[config.mk]
export PLATFORM = sky130hd
export DESIGN_NAME = lbus_seq
export DESIGN_NICKNAME = d
export VERILOG_FILES = /design/src/rtl/lbus_pkg.sv /design/src/rtl/lbus_fsm.sv /design/src/rtl/lbus_addr.sv /design/src/rtl/lbus_pins.sv /design/src/rtl/lbus_seq.sv
export SDC_FILE = /design/constraint.sdc
export NUM_CORES = 1
export LEC_CHECK = 0
export BUFFER_PORTS_ARGS = -buffer_cell sky130_fd_sc_hd__buf_2
export CAP_MARGIN = 15
export CORE_MARGIN = 8
export CORE_UTILIZATION = 47
export CTS_CLUSTER_DIAMETER = 30
export CTS_CLUSTER_SIZE = 8
export DETAILED_ROUTE_END_ITERATION = 7
export GPL_TIMING_DRIVEN = 0
export PLACE_DENSITY = 0.86
export SLEW_MARGIN = 20
export SYNTH_ARGS = -nofsm -noshare
export SYNTH_HDL_FRONTEND = slang
export SYNTH_SLANG_ARGS = --single-unit
[constraint.sdc]
create_clock -name clk -period 3 [get_ports clk]
set_clock_uncertainty 0.15 [all_clocks]
set_input_delay 0.3 -clock clk [delete_from_list [all_inputs] [get_ports clk]]
set_output_delay 0.3 -clock clk [all_outputs]
set_load 0.01 [all_outputs]
[src/rtl/lbus_pkg.sv]
package lbus_pkg;

    typedef enum logic [2:0] {
        ST_IDLE,
        ST_SETUP,
        ST_STROBE,
        ST_HOLD,
        ST_DHOLD
    } lbus_state_e;

endpackage

[src/rtl/lbus_fsm.sv]
module lbus_fsm
    import lbus_pkg::*;
#(
    parameter int TW = 4
) (
    input  logic          clk,
    input  logic          rst_n,
    input  logic          start,
    input  logic          req_write,
    input  logic [TW-1:0] cfg_setup,
    input  logic [TW-1:0] cfg_rd_len,
    input  logic [TW-1:0] cfg_wr_len,
    input  logic [TW-1:0] cfg_hold,
    input  logic [TW-1:0] cfg_dhold,
    output lbus_state_e   state,
    output logic          wr_q,
    output logic          capture,
    output logic          done
);

    lbus_state_e   nxt;
    logic [TW-1:0] cnt, cnt_nxt;
    logic          wr_eff;
    logic [TW-1:0] stb_len, dh_len;

    // phase lengths for the access being started or in progress
    always_comb begin
        wr_eff  = (state == ST_IDLE) ? req_write : wr_q;
        stb_len = wr_eff ? cfg_wr_len : cfg_rd_len;
        if (stb_len == '0) stb_len = TW'(1);
        dh_len  = wr_eff ? cfg_dhold : '0;
    end

    always_comb begin
        nxt     = state;
        cnt_nxt = cnt;
        unique case (state)
            ST_IDLE: begin
                if (start) begin
                    if (cfg_setup != '0) begin
                        nxt     = ST_SETUP;
                        cnt_nxt = cfg_setup - TW'(1);
                    end else begin
                        nxt     = ST_STROBE;
                        cnt_nxt = stb_len - TW'(1);
                    end
                end
            end
            ST_SETUP: begin
                if (cnt == '0) begin
                    nxt     = ST_STROBE;
                    cnt_nxt = stb_len - TW'(1);
                end else begin
                    cnt_nxt = cnt - TW'(1);
                end
            end
            ST_STROBE: begin
                if (cnt == '0) begin
                    if (cfg_hold != '0) begin
                        nxt     = ST_HOLD;
                        cnt_nxt = cfg_hold - TW'(1);
                    end else if (dh_len != '0) begin
                        nxt     = ST_DHOLD;
                        cnt_nxt = dh_len - TW'(1);
                    end else begin
                        nxt = ST_IDLE;
                    end
                end else begin
                    cnt_nxt = cnt - TW'(1);
                end
            end
            ST_HOLD: begin
                if (cnt == '0) begin
                    if (dh_len != '0) begin
                        nxt     = ST_DHOLD;
                        cnt_nxt = dh_len - TW'(1);
                    end else begin
                        nxt = ST_IDLE;
                    end
                end else begin
                    cnt_nxt = cnt - TW'(1);
                end
            end
            ST_DHOLD: begin
                if (cnt == '0) nxt = ST_IDLE;
                else           cnt_nxt = cnt - TW'(1);
            end
            default: nxt = ST_IDLE;
        endcase
    end

    always_ff @(posedge clk) begin
        if (!rst_n) begin
            state <= ST_IDLE;
            cnt   <= '0;
            wr_q  <= 1'b0;
            done  <= 1'b0;
        end else begin
            state <= nxt;
            cnt   <= cnt_nxt;
            done  <= (state != ST_IDLE) && (nxt == ST_IDLE);
            if (start) wr_q <= req_write;
        end
    end

    assign capture = (state == ST_STROBE) && (cnt == '0) && !wr_q;

endmodule

[src/rtl/lbus_addr.sv]
module lbus_addr #(
    parameter int AW   = 12,
    parameter int WINW = 4
) (
    input  logic            clk,
    input  logic            rst_n,
    input  logic            start,
    input  logic [AW-1:0]   req_addr,
    input  logic [WINW-1:0] cfg_win,
    output logic [AW-1:0]   addr_q
);

    logic [AW-1:0] keep;

    // bits at or above the window width are cleared
    for (genvar i = 0; i < AW; i++) begin : g_mask
        assign keep[i] = (int'(cfg_win) > i);
    end

    always_ff @(posedge clk) begin
        if (!rst_n)     addr_q <= '0;
        else if (start) addr_q <= req_addr & keep;
    end

endmodule

[src/rtl/lbus_pins.sv]
module lbus_pins
    import lbus_pkg::*;
#(
    parameter int NCS = 4,
    parameter int CSW = 2,
    parameter int DW  = 32
) (
    input  lbus_state_e    state,
    input  logic           wr_q,
    input  logic [CSW-1:0] sel_q,
    input  logic           cfg_moto,
    input  logic           cfg_idle_drive,
    input  logic [DW-1:0]  wdata_q,
    output logic [NCS-1:0] lb_cs_n,
    output logic           lb_rd_n,
    output logic           lb_wr_n,
    output logic [DW-1:0]  lb_data_o,
    output logic           lb_data_oe
);

    logic [NCS-1:0] sel_low;

    assign sel_low   = ~(NCS'(1) << sel_q);
    assign lb_data_o = wdata_q;

    always_comb begin
        lb_cs_n    = '1;
        lb_rd_n    = 1'b1;
        lb_wr_n    = 1'b1;
        lb_data_oe = wr_q;
        unique case (state)
            ST_IDLE: begin
                lb_data_oe = cfg_idle_drive;
            end
            ST_SETUP, ST_HOLD: begin
                if (!cfg_moto) lb_cs_n = sel_low;
                else           lb_wr_n = !wr_q;
            end
            ST_STROBE: begin
                lb_cs_n = sel_low;
                if (cfg_moto) begin
                    lb_wr_n = !wr_q;
                end else begin
                    lb_rd_n = wr_q;
                    lb_wr_n = !wr_q;
                end
            end
            ST_DHOLD: begin
                lb_data_oe = 1'b1;
            end
            default: lb_data_oe = cfg_idle_drive;
        endcase
    end

endmodule

[src/rtl/lbus_seq.sv]
module lbus_seq
    import lbus_pkg::*;
#(
    parameter bit WIDE = 1'b1,
    parameter int TW   = 4,
    parameter int NCS  = 4,
    parameter int DW   = WIDE ? 32 : 8,
    parameter int AW   = WIDE ? 12 : 8,
    parameter int CSW  = $clog2(NCS),
    parameter int WINW = $clog2(AW + 1)
) (
    input  logic            clk,
    input  logic            rst_n,
    input  logic            req_valid,
    input  logic            req_write,
    input  logic [AW-1:0]   req_addr,
    input  logic [DW-1:0]   req_wdata,
    input  logic [CSW-1:0]  req_sel,
    input  logic            cfg_moto,
    input  logic            cfg_idle_drive,
    input  logic [WINW-1:0] cfg_win,
    input  logic [TW-1:0]   cfg_setup,
    input  logic [TW-1:0]   cfg_rd_len,
    input  logic [TW-1:0]   cfg_wr_len,
    input  logic [TW-1:0]   cfg_hold,
    input  logic [TW-1:0]   cfg_dhold,
    output logic            busy,
    output logic            done,
    output logic [DW-1:0]   rd_data,
    output logic [AW-1:0]   lb_addr,
    output logic [NCS-1:0]  lb_cs_n,
    output logic            lb_rd_n,
    output logic            lb_wr_n,
    output logic [DW-1:0]   lb_data_o,
    output logic            lb_data_oe,
    input  logic [DW-1:0]   lb_data_i
);

    lbus_state_e    state;
    logic           start, wr_q, capture;
    logic [CSW-1:0] sel_q;
    logic [DW-1:0]  wdata_q;

    assign start = req_valid && (state == ST_IDLE);
    assign busy  = (state != ST_IDLE);

    lbus_fsm #(.TW(TW)) u_fsm (
        .clk        (clk),
        .rst_n      (rst_n),
        .start      (start),
        .req_write  (req_write),
        .cfg_setup  (cfg_setup),
        .cfg_rd_len (cfg_rd_len),
        .cfg_wr_len (cfg_wr_len),
        .cfg_hold   (cfg_hold),
        .cfg_dhold  (cfg_dhold),
        .state      (state),
        .wr_q       (wr_q),
        .capture    (capture),
        .done       (done)
    );

    lbus_addr #(.AW(AW), .WINW(WINW)) u_addr (
        .clk      (clk),
        .rst_n    (rst_n),
        .start    (start),
        .req_addr (req_addr),
        .cfg_win  (cfg_win),
        .addr_q   (lb_addr)
    );

    always_ff @(posedge clk) begin
        if (!rst_n) begin
            sel_q   <= '0;
            wdata_q <= '0;
            rd_data <= '0;
        end else begin
            if (start) sel_q <= req_sel;
            if (start && req_write) wdata_q <= req_wdata;
            if (capture) rd_data <= lb_data_i;
        end
    end

    lbus_pins #(.NCS(NCS), .CSW(CSW), .DW(DW)) u_pins (
        .state          (state),
        .wr_q           (wr_q),
        .sel_q          (sel_q),
        .cfg_moto       (cfg_moto),
        .cfg_idle_drive (cfg_idle_drive),
        .wdata_q        (wdata_q),
        .lb_cs_n        (lb_cs_n),
        .lb_rd_n        (lb_rd_n),
        .lb_wr_n        (lb_wr_n),
        .lb_data_o      (lb_data_o),
        .lb_data_oe     (lb_data_oe)
    );

endmodule

# Word-level counts from Yosys, hierarchy flattened
# Index checks and enable logic that the tools add are counted.
dict set report word_totals {
  ff_bits 87
  output_inout_bits 85
  word_cells 81
}
dict set report classes {
  addsub 5
  n_lt_le_gt_ge 12
  n_eq_ne 6
  n_shift 1
  mux 29
  bitwise 2
  reduce_logical 18
}
# cell n
set op_table {}
lappend op_table {{$mux W4} 12}
lappend op_table {{$mux W3} 7}
lappend op_table {{$pmux W4 S5} 1}
lappend op_table {{$sub A4 B1 Y4 const B} 5}
lappend op_table {{$gt A4 B3 Y1 const B} 4}
lappend op_table {{$gt A4 B4 Y1 const B} 4}
lappend op_table {{$pmux W3 S5} 1}
lappend op_table {{$and A12 B12 Y12} 1}
lappend op_table {{$reduce_bool A4 Y1} 3}
lappend op_table {{$gt A4 B1 Y1 const B} 2}
lappend op_table {{$gt A4 B2 Y1 const B} 2}
lappend op_table {{$logic_not A4 Y1} 2}
lappend op_table {{$pmux W4 S2} 1}
lappend op_table {{$eq A3 B2 Y1 const B} 2}
lappend op_table {{$logic_not A3 Y1} 2}
lappend op_table {{$logic_and A1 B1 Y1} 5}
lappend op_table {{$reduce_bool A5 Y1} 1}
lappend op_table {{$mux W1} 4}
lappend op_table {{$ne A2 B2 Y1 const B} 2}
lappend op_table {{$not A4 Y4} 1}
lappend op_table {{$pmux W1 S2} 2}
lappend op_table {{$shl A1 B2 Y4 const A} 1}
lappend op_table {{$eq A3 B1 Y1 const B} 1}
lappend op_table {{$eq A3 B3 Y1 const B} 1}
lappend op_table {{other kinds (6)} 6}

# Logic depth before layout (Yosys ltp)
# Gate-level depths: netlist of run 1.
dict set report depth {
  ltp_word 10
  mapped_depth 9
}

# By module
# From an unflattened synthesis of run 1, not the netlist that was laid out.
dict set report unflattened {
  cells_unflattened 511
  area_unflattened_um2 4634.4
}
# mod n_inst cells_per_inst area_each_um2 seq_area_each_um2
set by_module_without_submodules {}
lappend by_module_without_submodules {lbus_seq 1 252 2617.5 1321.3}
lappend by_module_without_submodules {lbus_fsm 1 153 1134.8 180.2}
lappend by_module_without_submodules {lbus_addr 1 59 541.8 240.2}
lappend by_module_without_submodules {lbus_pins 1 47 340.3 0.0}

# Least setup slack after synthesis of run 1
# Ideal clock, no wire load.
dict set report synth_path {
  path_kind {register to register}
  start {register u_fsm.state[0]}
  end {register u_fsm.cnt[1]}
  arrival_time_ns 2.082
  slack_ns 0.699
  path_stages_with_launch 10
  n_path_buf 1
  cell_sequence {dfxtp_1 -> buf_2 -> or4b_4 -> o211ai_1 -> and2_1 -> ha_1 -> mux2_2 -> a21oi_1 -> o21ai_0 -> a21oi_1}
}
dict set report synth_between {
  elab_chain_cells 9
  elab_cells_between_ends 26
  cone_classes {2 x add/sub; 6 x eq/ne; 12 x mux; 6 x reduce/logical}
}
# item line_no
set synth_lines {}
lappend synth_lines {{start, declared} lbus_fsm.sv:15} ;# output lbus_state_e state,
lappend synth_lines {{start signal, assigned} lbus_fsm.sv:99} ;# state <= nxt;
lappend synth_lines {{$logic_not A3 Y1} {lbus_fsm.sv:28, lbus_fsm.sv:37, lbus_seq.sv:44}}
lappend synth_lines {{$mux W1} lbus_fsm.sv:28} ;# wr_eff = (state == ST_IDLE) ? req_write : wr_q;
lappend synth_lines {{$mux W4} lbus_fsm.sv:29} ;# stb_len = wr_eff ? cfg_wr_len : cfg_rd_len;
lappend synth_lines {{$logic_not A4 Y1} lbus_fsm.sv:30} ;# if (stb_len == '0) stb_len = TW'(1);
lappend synth_lines {{$mux W4} lbus_fsm.sv:30}
lappend synth_lines {{$sub A4 B1 Y4} {lbus_fsm.sv:45, lbus_fsm.sv:52}}
lappend synth_lines {{$mux W4} lbus_fsm.sv:40} ;# if (cfg_setup != '0) begin
lappend synth_lines {{$mux W4} lbus_fsm.sv:39} ;# if (start) begin
lappend synth_lines {{$pmux W4 S5} lbus_fsm.sv:37} ;# unique case (state)
lappend synth_lines {{end signal, assigned} lbus_fsm.sv:100} ;# cnt <= cnt_nxt;
lappend synth_lines {{end, declared} lbus_fsm.sv:22} ;# logic [TW-1:0] cnt, cnt_nxt;
# Parallel ways exist; a longest one is shown, timed or not. The select of a mux whose other input is x is not followed.
# A chain may end at the register's enable or synchronous reset.

# Final worst setup path of run 1
dict set report layout_path {
  start {register u_fsm.state[1]}
  end {register u_fsm.cnt[1]}
}
# The elaborated chain is that of the path after synthesis.

==> results of run 1 <==
sequential cells by signal, indices dropped and copies added (netlist names):
name,cells
wdata_q,32
u_fsm.cnt,4
u_fsm.state,3
rd_data,32
u_fsm.done,1
sel_q,2
u_fsm.wr_q,1
u_addr.addr_q,12
synthesized netlist by cell type (4+ instances only):
cell type	count
nor2_1	17
o31ai_1	4
xnor2_1	4
nand2_1	151
a21boi_0	32
ha_1	5
nor3_1	10
and2_1	4
o21ai_0	12
dfxtp_1	87
inv_1	11
nor3b_1	6
nand2b_1	5
clkbuf_1	20
nand3_1	10
o211ai_1	6
a21oi_1	19
nor2b_1	7
or3_1	6
a21boi_1	42
buf_2	14
final timing paths:
path,start,endpoint,slack [ns],cells after the start
max,u_fsm.state[1],u_fsm.cnt[1],0.35,9
min,req_wdata[19],wdata_q[19],0.03,3
max reg2reg,u_fsm.state[1],u_fsm.cnt[1],0.35,9
min reg2reg,rd_data[22],rd_data[22],0.30,2
power by group through the flow:
stage | Clock (W) | Sequential, W | Combinational [W]
after floorplan | 0 | 0.00142 | 0.000779
after global placement | 0 | 0.00138 | 0.00123
after detailed placement | 0 | 0.00139 | 0.00125
after CTS | 0.000942 | 0.00136 | 0.00125
after global routing | 0.000990 | 0.00138 | 0.00139
final | 0.000919 | 0.00136 | 0.00126
per-layer routing:
metal  routed length, um  up-vias  part of all wire, %  track usage (%)
met3                 899       23                  6.7             5.14
met2                6710      163                   50             36.8
met5                   0        -                    0                0
li1                    -     2231                    -                -
met1                5540     2064                   41             24.4
met4                 326        0                  2.4             8.02
cells by family after synthesis:
| family | share of synthesized area, % |
|---|---|
| multiplexers | 0.503 |
| adder cells (fa/ha/maj) | 1.48 |
| buffers and inverters | 5.21 |
| AO/OA/AOI/OAI | 26.3 |
| flip-flops | 41.2 |
| XOR/XNOR | 0.829 |
| AND/OR/NAND/NOR | 24.4 |
worst min-delay path, stage by stage:
cell and delay [ns]:
buf_2 0.10, nand2_1 0.04, a21boi_1 0.05
final cells by class:
type / count / area share [%]
inverter: 11 / 0.746
buffer: 37 / 3.23
clock buffer: 10 / 2.49
tap: 108 / 2.44
multi-input combinational: 394 / 40.9
clock inverter: 5 / 1.56
sequential: 87 / 31.5
timing repair buffer: 190 / 17.2
through the flow:
stage | hold slack, ns | worst slack [ns]
floorplan | 0.285 | 0.699
global placement | 0.287 | 0.398
detailed placement | 0.293 | 0.379
CTS | 0.0163 | 0.353
global route | 0.0132 | 0.218
finish | 0.0313 | 0.354
==> metrics.txt, run 1 <==
Die Area=0.0123 mm2; Netlist cell types=58; via total after detailed routing=4481; Synth Net Count=642; Ports=193; NetSw=0.00127 W; Initial DRC Count=321; Core Region=0.00872 mm2; most common cell after layout, fill and taps aside=buf_2; total negative slack=0 ns; CTS tree=built; final core occ=63.5%; nets=843; most used cell, CP=a21oi_1; Least-Margin Pin Slew=0.737 ns; H-tree Lvls=3; switch share=35.9%; Antenna Cells=0; Largest stage delay, worst path=0.40 ns; top post-synthesis cells by area=dfxtp_1 (41%), nand2_1 (13%), a21boi_1 (7.5%); vias per cell=5.32; clk_lat worst skew=0.34 ns; asr flop ratio synth=0%; Worst Hold Class=in -> reg; Port Buffer Count=190; Worst EP required=3.12 ns; routability cong.=0.909; Resized cells post-CTS=0; Max Fclk=378 MHz; crit path DAT=2.77 ns; synthesized netlist cell count=529; Slew HR=50.5%; initial core utilization=48.5%; post-CTS setup buffers=0; Post-synth EDFFs=0; Max Slew Vio Count=0; Leakage=2.45 nW; outcome=completed; largest net degree at the start of global routing=16; Remaining DRCs=0; clk buf depth=2; first-pass GRT wire length=21900 um; die width=111 um; Crit Path Max Fanout=10; CTS Root Cell=clkbuf_8; Pwr Total=0.00354 W; Int Pwr=0.00227 W; final wirelength=13500 um; peak supply drop=0.350 mV; Setup-failing EPs final=0; CP bufs+invs=1; vias in the first global route=4406; gr usage total=21.2%; RSZ-0062 raised after global routing=no; CTS Hold Buffers Added=0; share of layout cells above drive strength 1=31.6%; commonest non-fill, non-tap cells in the layout=buf_2 (204), nand2_1 (151), dfxtp_1 (87), a21boi_1 (42), a21boi_0 (32); crit path cell chain=buf_2, o31ai_2, o211ai_1, and2_1, ha_1, mux2_2, a21oi_1, o21ai_0, a21oi_1; drt pass-1 iters=5; final instance area=0.00554 mm2; Hold Fails Final Rpt=0; initial antenna violation count=0; clock slew at reported path FFs=0.10 ns; Synth warnings=0; Main synth FF type=dfxtp_1; Critical-path top delay cell=o31ai_2; die height=111 um; Gate power share=35.6%; Setup crit start kind=register; part of the cycle the worst path needs=88.2%; # fillers=816; CTS Buf Count=9; Synth top area share=41.2%; register area=0.00174 mm2; non-filler cells in the finished layout=842; sequential share of the synthesized area=41.2%; Worst path top cell family by delay=compound AO/OA/AOI/OAI gates; clock tree sinks=87; Avg WL per Cell=16.0 um; Detail Placement HPWL=11000 um; flops & latches, synth=87; row count=34; area leader, netlist=dfxtp_1; Placed Area=0.00531 mm2; cell count after placement=827; mapped cell area=0.00423 mm2; clock share of power=25.9%; Final Critical Period=2.65 ns; area of the multi-input gates=0.00227 mm2; cell area power density=640 mW/mm2; Routed Antenna Nets=0; P&R area growth vs syn=31.0%; Mean Syn Cell Area=7.99 um2; maxcap violations=0; Crit Path Category=reg -> reg; CP endpoint kind=register; Seq pwr share=38.5%; GRT overflow=0
(Power assumes the default switching activity.)
==> inputs of run 2 (changes only) <==
- CELL_PAD_IN_SITES_DETAIL_PLACEMENT: not set -> 2
- CELL_PAD_IN_SITES_GLOBAL_PLACEMENT: not set -> 2
- CORE_UTILIZATION: 47 -> 25
- PLACE_DENSITY: 0.86 -> 0.85
==> run 2 against run 1 <==
Compared with the run above: sequential power about the same; sequential share of layout area decreased by 1.4 points; first-iteration DRC count decreased by 45%; non-clock buffer count unchanged; setup slack got worse by 0.11 ns; worst hold slack about the same; core utilization decreased by 28 points; clock power increased by 45%; critical path depth unchanged; register-to-register slack got worse by 0.11 ns; die area increased by 74%; combinational power increased by 6%.
==> metrics.txt, run 2 (same netlist as run 1, synthesis figures left out) <==
outcome=completed; CTS Hold Buffers Added=0; first-pass GRT wire length=29100 um; CTS Buf Count=9; Routed Antenna Nets=0; Largest stage delay, worst path=0.42 ns; largest net degree at the start of global routing=16; via total after detailed routing=4643; Resized cells post-CTS=0; Critical-path top delay cell=o31ai_2; die height=146 um; die width=146 um; Gate power share=32.8%; Core Region=0.0166 mm2; most common cell after layout, fill and taps aside=buf_2; CP endpoint kind=register; part of the cycle the worst path needs=91.7%; most used cell, CP=a21oi_1; Final Critical Period=2.75 ns; crit path DAT=2.88 ns; clock tree sinks=87; FF-to-FF path depth=9; vias per cell=4.85; Worst Hold Class=in -> reg; Hold WS=0.0311 ns; Die Area=0.0213 mm2; initial antenna violation count=3; clk buf depth=2; number of cells on the worst hold path=3; Initial DRC Count=178; H-tree Lvls=3; Setup crit start kind=register; RSZ-0062 raised after global routing=no; Setup-failing EPs final=0; Port Buffer Count=190; gr usage total=17.1%; maxcap violations=0; routability cong.=0.837; switch share=35.7%; Leakage=2.50 nW; drt pass-1 iters=4; cell area power density=695 mW/mm2; CTS Root Cell=clkbuf_16; vias in the first global route=5286; Slew HR=52.7%; Max Slew Vio Count=0; Avg WL per Cell=19.2 um; Ports=193; clock share of power=33.1%; final wirelength=18400 um; NetSw=0.00144 W; clock slew at reported path FFs=0.07 ns; peak supply drop=0.258 mV; total negative slack=0 ns; post-CTS setup buffers=0; Least-Margin Pin Slew=0.704 ns; commonest non-fill, non-tap cells in the layout=buf_2 (204), nand2_1 (151), dfxtp_1 (87), a21boi_1 (42), a21boi_0 (32); Worst EP required=3.13 ns; crit path cell chain=buf_2, o31ai_2, o211ai_1, and2_1, ha_1, mux2_2, a21oi_1, o21ai_0, a21oi_1; Hold Fails Final Rpt=0; Remaining DRCs=0; Seq pwr share=34.1%; CTS tree=built; Crit Path Category=reg -> reg; nets=843; Crit Path Max Fanout=10; P&R area growth vs syn=37.3%; clk_lat worst skew=0.35 ns; initial core utilization=25.5%; Max Fclk=363 MHz; row count=47; Int Pwr=0.00260 W; leading registers by flop count=rd_data (32), wdata_q (32), u_addr.addr_q (12); share of layout cells above drive strength 1=31.6%; GRT overflow=0; Detail Placement HPWL=15100 um
## run 2: cell count changes in the layout (fill, tap and decap cells not counted), sizes merged
cell      previous run  this run
clkinvlp             0         1
clkbuf              30        29
bufinv               2         3
diode                0         3
inv                 14        13
## run 2: stage by stage
step | power (W) | worst slack (ns) | area [um2] | utilization [%] | instances
floorplan | 0.00220 | 0.699 | 4230 | - | 529
global placement | 0.00265 | 0.404 | 5450 | 32.9 | 939
detailed placement | 0.00273 | 0.286 | 5450 | 32.9 | 939
CTS | 0.00410 | 0.262 | 5800 | 35.0 | 954
global route | 0.00428 | 0.132 | 5800 | 35.0 | 957
finish | 0.00404 | 0.248 | 5800 | 35.0 | 957
## run 2: area by class of cell
cell class | count | area [um2]
multi-input cells | 394 | 2270
diodes | 3 | 7.51
clock inverters | 6 | 118
fillers | 1953 | 10800
well taps | 220 | 275
flip-flops and latches | 87 | 1740
clock buffers | 9 | 225
repair buffers | 190 | 951
inverters | 11 | 41.3
plain buffers | 37 | 179
## run 2: worst max-delay path: cells and delay by family (launching register included)
family                   cells  cell delay [ns]
multiplexers                 1             0.31
AND/OR/NAND/NOR              1             0.20
AO/OA/AOI/OAI                5             1.09
adder cells (fa/ha/maj)      1             0.32
buffers and inverters        1             0.22
flip-flops                   1             0.38
## run 2: worst paths after layout
path / start / to / slack (ns)
min reg2reg: rd_data[4] / rd_data[4] / 0.30
min: req_wdata[31] / wdata_q[31] / 0.03
max reg2reg: u_fsm.state[1] / u_fsm.cnt[1] / 0.25
max: u_fsm.state[1] / u_fsm.cnt[1] / 0.25
## run 2: power groups by stage
stage / registers, W / logic (W) / clock network, W
after floorplan: 0.00142 / 0.000779 / 0
after global placement: 0.00139 / 0.00126 / 0
after detailed placement: 0.00140 / 0.00133 / 0
after CTS: 0.00138 / 0.00134 / 0.00138
final: 0.00138 / 0.00133 / 0.00133
after global routing: 0.00139 / 0.00146 / 0.00143
## run 2: metal layers
layer  GRT usage, %  up-vias  share of wire (%)
met5              0        -                  0
met1           18.3     2253                 40
met3           3.96       29                4.6
li1               -     2223                  -
met2           31.5      138                 52
met4           7.42        0                2.8
==> inputs of run 3 (changes only) <==
- CORE_MARGIN: 8 -> 4
==> run 3 against run 2 <==
Compared with the run above: total power shrank 6.1%; cell count shrank 0.21%; flip-flop and latch count is the same; sequential share of layout area grew 0.34 points; non-clock buffer count is the same; count of clock-buffer cells in the layout grew 4.
==> metrics.txt, run 3 (same netlist as run 1, synthesis figures left out) <==
GRT overflow=0; first-pass GRT wire length=28200 um; row count=47; gr usage total=18.2%; Setup-failing EPs final=0; clock slew at reported path FFs=0.07 ns; post-CTS setup buffers=0; drt pass-1 iters=4; Max Fclk=362 MHz; Critical-path top delay cell=clkbuf_1; termination of the worst setup path=u_fsm.cnt[1]; Worst EP required=3.12 ns; Core Region=0.0166 mm2; routability cong.=0.839; Setup crit start kind=register; largest net degree at the start of global routing=15; final instance area=0.00574 mm2; P&R area growth vs syn=35.8%; Worst path top cell family by delay=compound AO/OA/AOI/OAI gates; Routed Antenna Nets=0; part of the cycle the worst path needs=92.1%; die height=138 um; FF-to-FF path depth=9; RSZ-0062 raised after global routing=no; crit path cell chain=clkbuf_1, o31a_1, o22ai_1, and2_1, ha_1, mux2_2, a21oi_1, o21ai_0, a21oi_1; critical path launch point=u_fsm.wr_q; outcome=completed; clk buf depth=2; Crit Path Category=reg -> reg; Pwr Total=0.00379 W; Final Critical Period=2.76 ns; CP bufs+invs=1; die width=138 um; final wirelength=17600 um; maxcap violations=0; Leakage=2.47 nW; Hold Fails Final Rpt=0; Remaining DRCs=0; vias per cell=4.86; peak supply drop=0.253 mV; CP endpoint kind=register; Placed Area=0.00545 mm2; CTS tree=built; Port Buffer Count=190; Least-Margin Pin Slew=0.712 ns; clk_lat worst skew=0.34 ns; CTS Hold Buffers Added=0; most used cell, CP=a21oi_1; Critical Path Stages=9; worst reg2reg setup slack=0.24 ns; share of layout cells above drive strength 1=31.4%; worst r2r src=u_fsm.wr_q; # fillers=1987; final core occ=34.6%; Detail Placement HPWL=14300 um; Slew HR=52.2%; crit path DAT=2.89 ns; leading registers by flop count=rd_data (32), wdata_q (32), u_addr.addr_q (12); CTS Buf Count=9; total negative slack=0 ns; CTS Root Cell=clkbuf_16; initial core utilization=25.5%; commonest non-fill, non-tap cells in the layout=buf_2 (204), nand2_1 (151), dfxtp_1 (87), a21boi_1 (42), a21boi_0 (32); via total after detailed routing=4639; Worst Hold Class=in -> reg; Largest stage delay, worst path=0.45 ns; nets=843; most common cell after layout, fill and taps aside=buf_2; H-tree Lvls=3; number of cells on the worst hold path=3; cell area power density=660 mW/mm2; Avg WL per Cell=18.4 um; Antenna Cells=0; Die Area=0.0191 mm2; initial antenna violation count=0; reg-to-reg endpoint=u_fsm.cnt[1]; Ports=193; clock tree sinks=87; Resized cells post-CTS=0; vias in the first global route=5218; Crit Path Max Fanout=9; Initial DRC Count=199; Max Slew Vio Count=0
==> run 3: worst min path at each step <==
stage	startpoint	endpoint	slack (ns)
after global placement	rd_data[5]	rd_data[5]	0.29
after floorplan	lb_data_i[0]	rd_data[0]	0.28
after CTS	req_wdata[25]	wdata_q[25]	0.03
final	req_wdata[25]	wdata_q[25]	0.04
after detailed placement	wdata_q[2]	wdata_q[2]	0.30
after global routing	lb_data_i[17]	rd_data[17]	0.04
==> run 3: stage by stage <==
stage                     cells  setup WS (ns)  hold WS, ns
after floorplan             529          0.699        0.285
after CTS                   955          0.248       0.0268
after detailed placement    939          0.275        0.300
final                       955          0.238       0.0418
after global routing        955          0.120       0.0432
after global placement      939          0.413        0.288
==> run 3: report_power, final <==
part           total [W]  switching (W)  leakage, nW  internal (W)
Clock            0.00109       0.000473        0.136      0.000612
Combinational    0.00133       0.000831         1.63      0.000497
Sequential       0.00138      0.0000959        0.707       0.00128
Total            0.00379        0.00140         2.47       0.00239
==> run 3: cell type report <==
| cell class | count | area, um2 | area share (%) |
|---|---|---|---|
| Buffer | 37 | 179 | 3.12 |
| Clock buffer | 13 | 260 | 4.53 |
| Clock inverter | 3 | 25.0 | 0.436 |
| Inverter | 11 | 41.3 | 0.719 |
| Multi-Input combinational cell | 394 | 2270 | 39.5 |
| Sequential cell | 87 | 1740 | 30.3 |
| Tap cell | 220 | 275 | 4.80 |
| Timing Repair Buffer | 190 | 951 | 16.6 |
==> run 3: worst register-to-register path, stage by stage, from the launching register on <==
cell	delay, ns
dfxtp_1	0.31
clkbuf_1	0.45
o31a_1	0.34
o22ai_1	0.14
and2_1	0.22
ha_1	0.34
mux2_2	0.30
a21oi_1	0.18
o21ai_0	0.11
a21oi_1	0.17
==> run 3: metal layers <==
layer | track usage [%] | part of all wire, % | up-vias
met5 | 0 | 0 | -
met4 | 6.45 | 2.3 | 0
met3 | 2.90 | 3.7 | 27
met2 | 33.9 | 53 | 124
met1 | 20.8 | 41 | 2255
li1 | - | - | 2233
